$ cat src/rtl/hbc_pkg.sv
package hbc_pkg;

  // control -> datapath strobes
  typedef struct packed {
    logic dtLoad;   // an enable is falling this cycle: restart the dead interval
  } ctrl_strobe_t;

  // datapath -> control status
  typedef struct packed {
    logic reqHi;    // filtered high-side request, active high
    logic reqLo;    // filtered low-side request, active high
    logic dtDone;   // dead interval has elapsed
  } path_status_t;

endpackage

$ cat src/rtl/hbc_filter.sv
module hbc_filter #(
  parameter int FILT_CYC   = 40,
  parameter int SYNC_DEPTH = 2
) (
  input  logic clk,
  input  logic rstN,
  input  logic rawN,
  output logic levelN
);
  localparam int CW = $clog2(FILT_CYC + 1);

  logic [SYNC_DEPTH-1:0] syncReg;
  logic [CW-1:0]         runCnt;
  logic                  sampled;

  assign sampled = syncReg[SYNC_DEPTH-1];

  // synchroniser starts at the released level so a floating input reads as off
  always_ff @(posedge clk or negedge rstN) begin
    if (!rstN) syncReg <= '1;
    else       syncReg <= {syncReg[SYNC_DEPTH-2:0], rawN};
  end

  // the accepted level moves only after FILT_CYC consecutive differing samples
  always_ff @(posedge clk or negedge rstN) begin
    if (!rstN) begin
      levelN <= 1'b1;
      runCnt <= '0;
    end else if (sampled == levelN) begin
      runCnt <= '0;
    end else if (runCnt == CW'(FILT_CYC - 1)) begin
      levelN <= sampled;
      runCnt <= '0;
    end else begin
      runCnt <= runCnt + 1'b1;
    end
  end
endmodule

$ cat src/rtl/hbc_datapath.sv
module hbc_datapath
  import hbc_pkg::*;
#(
  parameter int FILT_CYC = 40,
  parameter int DEAD_CYC = 120
) (
  input  logic         clk,
  input  logic         rstN,
  input  logic         hiCmdN,
  input  logic         loCmdN,
  input  ctrl_strobe_t strobe,
  output path_status_t status
);
  localparam int LANES = 2;   // lane 1 = high side, lane 0 = low side
  localparam int DW    = $clog2(DEAD_CYC + 1);

  logic [LANES-1:0] rawN;
  logic [LANES-1:0] levelN;
  logic [DW-1:0]    deadCnt;

  assign rawN = {hiCmdN, loCmdN};

  for (genvar g = 0; g < LANES; g++) begin : g_lane
    hbc_filter #(.FILT_CYC(FILT_CYC), .SYNC_DEPTH(2)) u_filt (
      .clk   (clk),
      .rstN  (rstN),
      .rawN  (rawN[g]),
      .levelN(levelN[g])
    );
  end

  // shared dead interval: loaded on any turn-off, counts down to zero
  always_ff @(posedge clk or negedge rstN) begin
    if (!rstN)                deadCnt <= '0;
    else if (strobe.dtLoad)   deadCnt <= DW'(DEAD_CYC - 1);
    else if (deadCnt != '0)   deadCnt <= deadCnt - 1'b1;
  end

  assign status.reqHi  = ~levelN[1];
  assign status.reqLo  = ~levelN[0];
  assign status.dtDone = (deadCnt == '0);
endmodule

$ cat src/rtl/hbc_control.sv
module hbc_control
  import hbc_pkg::*;
(
  input  logic         clk,
  input  logic         rstN,
  input  path_status_t status,
  input  logic         indepMode,
  input  logic         inhibitAll,
  input  logic         inhibitHigh,
  output ctrl_strobe_t strobe,
  output logic         hiDrive,
  output logic         loDrive
);
  logic tgtHi, tgtLo;
  logic allowHi, allowLo;
  logic nextHi, nextLo;

  always_comb begin
    tgtHi = status.reqHi;
    tgtLo = status.reqLo;
    if (!indepMode && status.reqHi && status.reqLo) begin
      tgtHi = 1'b0;
      tgtLo = 1'b0;
    end
    if (inhibitHigh) tgtHi = 1'b0;
    if (inhibitAll) begin
      tgtHi = 1'b0;
      tgtLo = 1'b0;
    end
  end

  // a rising enable needs the opposite side off and the dead interval spent
  assign allowHi = indepMode | (status.dtDone & ~loDrive);
  assign allowLo = indepMode | (status.dtDone & ~hiDrive);
  assign nextHi  = tgtHi & (hiDrive | allowHi);
  assign nextLo  = tgtLo & (loDrive | allowLo);

  assign strobe.dtLoad = (hiDrive & ~nextHi) | (loDrive & ~nextLo);

  always_ff @(posedge clk or negedge rstN) begin
    if (!rstN) begin
      hiDrive <= 1'b0;
      loDrive <= 1'b0;
    end else begin
      hiDrive <= nextHi;
      loDrive <= nextLo;
    end
  end
endmodule

$ cat src/rtl/hb_gate_cond.sv
module hb_gate_cond
  import hbc_pkg::*;
#(
  parameter int FILT_CYC = 40,
  parameter int DEAD_CYC = 120
) (
  input  logic clk,
  input  logic rstN,
  input  logic hiCmdN,
  input  logic loCmdN,
  input  logic indepMode,
  input  logic inhibitAll,
  input  logic inhibitHigh,
  output logic hiDrive,
  output logic loDrive
);
  ctrl_strobe_t strobe;
  path_status_t status;

  hbc_datapath #(.FILT_CYC(FILT_CYC), .DEAD_CYC(DEAD_CYC)) u_path (
    .clk   (clk),
    .rstN  (rstN),
    .hiCmdN(hiCmdN),
    .loCmdN(loCmdN),
    .strobe(strobe),
    .status(status)
  );

  hbc_control u_ctrl (
    .clk        (clk),
    .rstN       (rstN),
    .status     (status),
    .indepMode  (indepMode),
    .inhibitAll (inhibitAll),
    .inhibitHigh(inhibitHigh),
    .strobe     (strobe),
    .hiDrive    (hiDrive),
    .loDrive    (loDrive)
  );
endmodule

$ cat config.mk
export PLATFORM = sky130hd
export DESIGN_NAME = hb_gate_cond
export DESIGN_NICKNAME = d
export VERILOG_FILES = /design/src/rtl/hbc_pkg.sv /design/src/rtl/hbc_filter.sv /design/src/rtl/hbc_datapath.sv /design/src/rtl/hbc_control.sv /design/src/rtl/hb_gate_cond.sv
export SDC_FILE = /design/constraint.sdc
export NUM_CORES = 1
export LEC_CHECK = 0
export CAP_MARGIN = 40
export CORE_MARGIN = 2
export CORE_UTILIZATION = 65
export DETAILED_ROUTE_END_ITERATION = 6
export DONT_BUFFER_PORTS = 1
export GPL_TIMING_DRIVEN = 0
export PLACE_DENSITY = 0.88
export SYNTH_ARGS = -nofsm -noshare
export SYNTH_HDL_FRONTEND = slang
export SYNTH_SLANG_ARGS = --single-unit
$ cat constraint.sdc
create_clock -name clk -period 3.1 [get_ports clk]
set_input_delay 0.155 -clock clk [delete_from_list [all_inputs] [get_ports clk]]
set_output_delay 0.155 -clock clk [all_outputs]
set_load 0.01 [all_outputs]
==> flow_metrics.tcl, run 1 <==
set metrics [dict create \
    finish.net_count 133 \
    global_route_wire_length_before_repair_um 3980 \
    dr.first_iter.drc_count 22 \
    fp.dieH_um 48.4 \
    power_density_mw_per_mm2 497 \
    worst_path_largest_cell_delay_ns 0.50 \
    fin_worst_skew_ns 0.00374 \
    setup_violating_endpoint_count_in_the_final_report 0 \
    diodes 0 \
    detailedRoute.firstPassIterationCount 4 \
    cts_root_buf "sky130_fd_sc_hd__clkbuf_4" \
    drv.max_cap_violation_count 0 \
    grt.overflow.total 0 \
    rsz0062_at_grt "false" \
    placement_rows 16 \
    setup_tns_ns 0 \
    post_dp_cell_area_mm2 0.00131 \
    synthMuxAreaShare_pct 1.76 \
    fin_crit_ns 1.75 \
    cts-root-to-sink-buffers 2 \
    mostFrequentLayoutCells "sky130_fd_sc_hd__dfrtp_1 (21), sky130_fd_sc_hd__nor2_1 (13)" \
    setup.reg_to_reg.worst_slack_ns 1.35 \
    post_drt_via_cell_ratio 5.93 \
    totalPowerFinal_uw 700 \
    worst_slew_margin_relative_to_its_limit_pct 62.5 \
    met1_usage_pct 30.7 \
    holdCritStartpoint "indepMode" \
    final.setup.worst_slack_ns 1.35 \
    post-cts-setup-buffer-count 0 \
    seq_area_um2 683 \
    fillCellCount 119 \
    timing.critical_path.from_type "flop" \
    layout_worst_path_cycle_share_pct 56.4 \
    synthesis.area_per_instance_um2 11.4 \
    critPathCaptureType "flop" \
    synth_seq_area_share_pct 53.4 \
    synth_enable_flop_cells 0 \
    layout.core_utilization_pct 74.1 \
    synth_compound_gate_area_share_pct 12.9 \
    critical_path_class "reg -> reg" \
    min_path_type "in -> reg" \
    start_util_pct 67.2 \
    floorplan.core_area_mm2 0.00190 \
    final_design_area_no_fill_mm2 0.00141 \
    peak_supply_drop_v 0.000379 \
    clk_transition_reported_paths_ns 0.13 \
    synth_simple_gate_area_share_pct 20.0 \
    die_w_um 48.4 \
    dieArea_mm2 0.00234 \
    cts-resized-gates 0 \
    drt-total-wl_um 2210 \
    ant_nets 0 \
    synth_xor_xnor_area_share_pct 6.85 \
    clkSinkCount 27 \
    grt_util_all_layers_pct 21.3 \
    timing.hold.ws_ns 0.0348 \
    finalMaxSlewViolations 0 \
    ys_warn_count 0 \
    port_buffers 0 \
    outcome "finished, final reports clean" \
    cts-buffers-inserted 3 \
    antenna_found_initial 0 \
    synthesis.area_mm2 0.00128 \
    netlist_instances 112 \
    number_of_drc_violations_after_detailed_routing 0 \
    crit_arrival_ns 1.98 \
    drive_gt1_share_pct 19.7 \
    worstPathRequired_ns 3.33 \
    final_hold_viol_count 0 \
    worst_pin_slew_ns 0.559 \
    dpl.hpwl_um 1480 \
    num_io_pins 9 \
    place_ws_ns 1.40 \
    number_of_nets_produced_by_synthesis 122 \
    yosys.area_share.adder_pct 2.94 \
    cts.htree.levels 1 \
    power.static_leakage_nw 0.585 \
    postSynth.topFlopCell "sky130_fd_sc_hd__dfrtp_1" \
    synth_top_family_by_area "simple AND/OR/NAND/NOR gates" \
    grt_max_degree 28 \
    reg2reg_from "u_path.deadCnt[0]" \
    synthArstFlopShare_pct 100 \
    grt_most_used_layer "met2" \
    synth-seq-cells 27 \
    gpl.final_weighted_congestion 0.791 \
    route.vias.total 884 \
    synth_area_leaders "sky130_fd_sc_hd__dfrtp_1 (41%), sky130_fd_sc_hd__dfstp_2 (12%), sky130_fd_sc_hd__xor2_1 (4.1%)" \
    cts-hold-fix-buffers 6 \
    max_freq_ghz 0.572 \
    crit_path_start "u_path.deadCnt[0]" \
    critical_path.cell_chain "inv_1 > ha_1 > nor4b_2 > nand4b_1 > a211oi_1" \
    worstSkewPairLatency_ns 0.31 \
    synthDistinctLibCells 38 \
    mostFrequentLayoutCell "sky130_fd_sc_hd__dfrtp_1" \
    wire_per_inst_um 14.8 \
    synth_top_area_share_pct 41.1 \
    tritoncts_clock_tree "yes" \
    dp.cells 139 \
    combined_area_of_the_multi_input_logic_cells_um2 568 \
    final_cells 149 \
    area_delta_synth_final_pct 10.3 \
    worst_path_max_delay_cell "sky130_fd_sc_hd__nor4b_2" \
    path_max_fanout 5 \
    use_met2_pct 35.0 \
    synth.largest_area_cell "sky130_fd_sc_hd__dfrtp_1" \
    grtUsageMet3_pct 2.47 \
    first_global_vias 887 \
]
==> sequential cells by signal, indices dropped and copies added, names as in the netlist <==
register	cells
u_path.g_lane.u_filt.syncReg	4
u_ctrl.loDrive	1
u_path.g_lane.u_filt.levelN	2
u_path.deadCnt	7
u_path.g_lane.u_filt.runCnt	12
u_ctrl.hiDrive	1
==> report_power, final <==
part / internal (mW) / switching [mW]
logic: 0.0585 / 0.0637
registers: 0.388 / 0.0453
clock network: 0.0482 / 0.0964
total: 0.495 / 0.205
==> area by class of cell <==
type                    count  share of cell area [%]
plain buffers               2                    1.15
well taps                  27                    2.40
multi-input cells          80                    40.3
clock buffers               3                    1.60
inverters                   3                   0.799
repair buffers              6                    4.97
clock inverters             1                   0.355
flip-flops and latches     27                    48.4
==> cells by family (layout without fill, tap and decap cells) <==
logic type / count (synthesis) / after routing
AND/OR/NAND/NOR: 42 / 42
adder cells (fa/ha/maj): 3 / 3
multiplexers: 2 / 2
flip-flops: 27 / 27
buffers and inverters: 5 / 15
XOR/XNOR: 10 / 10
AO/OA/AOI/OAI: 23 / 23
==> Yosys cell counts, types with 2 or more instances <==
master                      number
sky130_fd_sc_hd__dfrtp_1        21
sky130_fd_sc_hd__nor2_1         13
sky130_fd_sc_hd__a21oi_1         6
sky130_fd_sc_hd__dfstp_2         6
sky130_fd_sc_hd__nand3_1         6
sky130_fd_sc_hd__xor2_1          6
sky130_fd_sc_hd__nand4b_1        4
sky130_fd_sc_hd__o21ai_0         4
sky130_fd_sc_hd__xnor2_1         4
sky130_fd_sc_hd__ha_1            3
sky130_fd_sc_hd__inv_1           3
sky130_fd_sc_hd__nand2_1         3
sky130_fd_sc_hd__and2_1          2
sky130_fd_sc_hd__mux2_2          2
sky130_fd_sc_hd__nor3_1          2
sky130_fd_sc_hd__nor3_2          2
sky130_fd_sc_hd__o2111ai_1       2
sky130_fd_sc_hd__o211ai_1        2
sky130_fd_sc_hd__or3_1           2
==> worst paths after layout <==
path                                                       to  cells past startpoint
min                                            u_ctrl.hiDrive                      2
min reg2reg                u_path.g_lane[1].u_filt.syncReg[1]                      0
max reg2reg                                    u_ctrl.loDrive                      5
max                                            u_ctrl.loDrive                      5
max in group asynchronous  u_path.g_lane[0].u_filt.syncReg[0]                      2
min in group asynchronous   u_path.g_lane[1].u_filt.runCnt[4]                      2
==> critical path: cells and delay by family (launching register included) <==
family	cells	cell delay, ns
and+or+nand+nor	2	0.66
DFF	1	0.44
adders and majority gates	1	0.25
AOI/OAI and AO/OA	1	0.23
buffers and inverters	1	0.09
==> per-layer routing <==
| layer | routed length (um) | part of all wire, % | vias to the layer above |
|---|---|---|---|
| met4 | 14 | 0.63 | 0 |
| met2 | 1130 | 51 | 21 |
| met3 | 73 | 3.3 | 2 |
| met1 | 992 | 45 | 433 |
| li1 | - | - | 428 |
| met5 | 0 | 0 | - |
(Power assumes the default switching activity.)
==> run 2: changes to the inputs <==
Settings changed: CORE_UTILIZATION 65 to 60, PLACE_DENSITY 0.88 to 0.83.
Clock period 3.1 ns to 1.74 ns, I/O delays scaled along.
==> flow_metrics.tcl, run 2 (synthesis results as in run 1) <==
set metrics [dict create \
    layout_worst_path_cycle_share_pct 95.1 \
    crit_arrival_ns 1.83 \
    max_freq_ghz 0.604 \
    grt_max_degree 28 \
    hold_depth 2 \
    start_util_pct 64.5 \
    drv.max_cap_violation_count 0 \
    timing.hold.ws_ns -0.00113 \
    worst_slew_margin_relative_to_its_limit_pct 60.4 \
    largest_reg_flops 12 \
    dpl.hpwl_um 1580 \
    finish.net_count 135 \
    met3RoutedLength_um 103 \
    tritoncts_clock_tree "yes" \
    setup_violating_endpoint_count_in_the_final_report 0 \
    worst_path_max_delay_cell "sky130_fd_sc_hd__or4b_4" \
    dr.first_iter.drc_count 13 \
    final.setup.worst_slack_ns 0.0850 \
    power_density_mw_per_mm2 896 \
    cts-buffers-inserted 3 \
    number_of_drc_violations_after_detailed_routing 0 \
    cts.htree.levels 1 \
    rsz0062_at_grt "false" \
    failed_checks "hold timing" \
    gpl.final_weighted_congestion 0.818 \
    detailedRoute.firstPassIterationCount 4 \
    drive_gt1_share_pct 21.0 \
    wl_met1_um 1070 \
    peak_supply_drop_v 0.000667 \
    r2r_cells 5 \
    dieArea_mm2 0.00252 \
    global_route_wire_length_before_repair_um 4080 \
    finalMaxSlewViolations 0 \
    route.vias.total 899 \
    worstPathRequired_ns 1.92 \
    cts-root-to-sink-buffers 2 \
    critPathCaptureType "flop" \
    mostFrequentLayoutCells "sky130_fd_sc_hd__dfrtp_1 (21), sky130_fd_sc_hd__nor2_1 (13)" \
    grt.overflow.total 0 \
    path_max_fanout 5 \
    power.static_leakage_nw 0.614 \
    grt_util_all_layers_pct 21.6 \
    wire_per_inst_um 15.7 \
    r2r_end "u_path.deadCnt[2]" \
    fin_crit_ns 1.66 \
    fp.dieH_um 50.2 \
    highest-signal-layer "met4" \
    largest-register "u_path.g_lane.u_filt.runCnt" \
    post_drt_via_cell_ratio 5.95 \
    clkSinkCount 27 \
    dp.cells 139 \
    worst_path_largest_cell_delay_ns 0.52 \
    holdCritStartpoint "indepMode" \
    outcome "complete, but fails checks" \
    area_delta_synth_final_pct 13.7 \
    first_global_vias 915 \
    timing.critical_path.from_type "flop" \
    clk_transition_reported_paths_ns 0.13 \
    worstSkewPairLatency_ns 0.31 \
    largest_regs "u_path.g_lane.u_filt.runCnt: 12 flops, u_path.deadCnt: 7 flops, u_path.g_lane.u_filt.syncReg: 4 flops" \
    path_buf_inv 1 \
    routed-wl-met2_um 1180 \
    reg2reg_from "u_path.deadCnt[0]" \
    ant_nets 0 \
    antenna_found_initial 0 \
    diodes 0 \
    mostFrequentLayoutCell "sky130_fd_sc_hd__dfrtp_1" \
    drt-total-wl_um 2370 \
    setup.reg_to_reg.worst_slack_ns 0.08 \
    fin_worst_skew_ns 0.00190 \
    critical_path_class "reg -> reg" \
    die_w_um 50.2 \
    critical_path.cell_chain "inv_2 > ha_4 > or4b_4 > o211ai_2 > o2111ai_1" \
    port_buffers 0 \
    floorplan.core_area_mm2 0.00198 \
    min_path_type "in -> reg" \
    final_cells 151 \
    setup_tns_ns 0 \
    crit_family "simple AND/OR/NAND/NOR gates" \
    final_hold_viol_count 1 \
    timing.hold.worst_endpoint "u_ctrl.loDrive" \
    worst_pin_slew_ns 0.590 \
    placement_rows 16 \
    place_ws_ns 0.0345 \
    num_io_pins 9 \
    cts_root_buf "sky130_fd_sc_hd__clkbuf_4" \
]
-- run 2: changes by cell type in the layout (fill, tap and decap cells not counted), sizes merged --
cell	before	now
dlygate4sd3	5	6
clkinv	1	0
clkbuf	3	4
buf	3	4
-- run 2: timing repair --
action	4_1_cts	5_1_grt
buffers inserted	0	1
gates resized for setup	2	3
hold buffers	7	0
setup endpoints to repair	1	5
pin swaps	0	2
hold endpoints to repair	31	0
cloned	0	0
-- run 2: layer usage --
metal	GRT usage [%]	up-vias
met1	27.5	448
met5	0	-
met3	6.25	2
li1	-	429
met4	2.78	0
met2	37.3	20
-- run 2: stage by stage --
stage	total power [mW]	hold slack [ns]	utilization, %	area (um^2)
floorplan	0.923	-0.209	-	1280
global placement	0.952	-0.208	66.2	1310
detailed placement	0.967	-0.208	66.2	1310
CTS	1.26	0.00750	72.2	1430
global route	1.36	0.0149	73.4	1450
finish	1.30	-0.00113	73.4	1450
-- run 2: area by class of cell --
| class | instances | area (um^2) |
|---|---|---|
| plain buffers | 2 | 16.3 |
| clock buffers | 4 | 26.3 |
| fillers | 130 | 528 |
| inverters | 3 | 11.3 |
| multi-input cells | 80 | 596 |
| flip-flops and latches | 27 | 683 |
| well taps | 27 | 33.8 |
| repair buffers | 8 | 87.6 |
-- run 2: worst max path at each step --
stage	from	endpoint	slack [ns]	depth (start not counted)
3_3_place_gp	u_path.deadCnt[0]	u_path.deadCnt[1]	0.06	5
2_1_floorplan	u_path.deadCnt[0]	u_path.deadCnt[1]	0.16	5
4_1_cts	u_path.deadCnt[0]	u_path.deadCnt[1]	0.03	5
5_1_grt	u_path.deadCnt[0]	u_ctrl.loDrive	0.004	5
3_5_place_dp	u_path.deadCnt[0]	u_ctrl.loDrive	0.03	5
6_report	u_path.deadCnt[0]	u_path.deadCnt[2]	0.08	5
-- run 2: power by group --
group | leakage, nW | total (mW) | internal, mW | switching, mW
combinational | 0.275 | 0.264 | 0.130 | 0.134
sequential | 0.324 | 0.777 | 0.691 | 0.0858
clock | 0.0150 | 0.261 | 0.0896 | 0.172
-- run 2: worst register-to-register path: cells and delay by family (launching register included) --
kind                     cells  cell delay (ns)
AND/OR/NAND/NOR              1             0.52
flip-flops                   1             0.46
AO/OA/AOI/OAI                2             0.27
buffers and inverters        1             0.11
adder cells (fa/ha/maj)      1             0.16
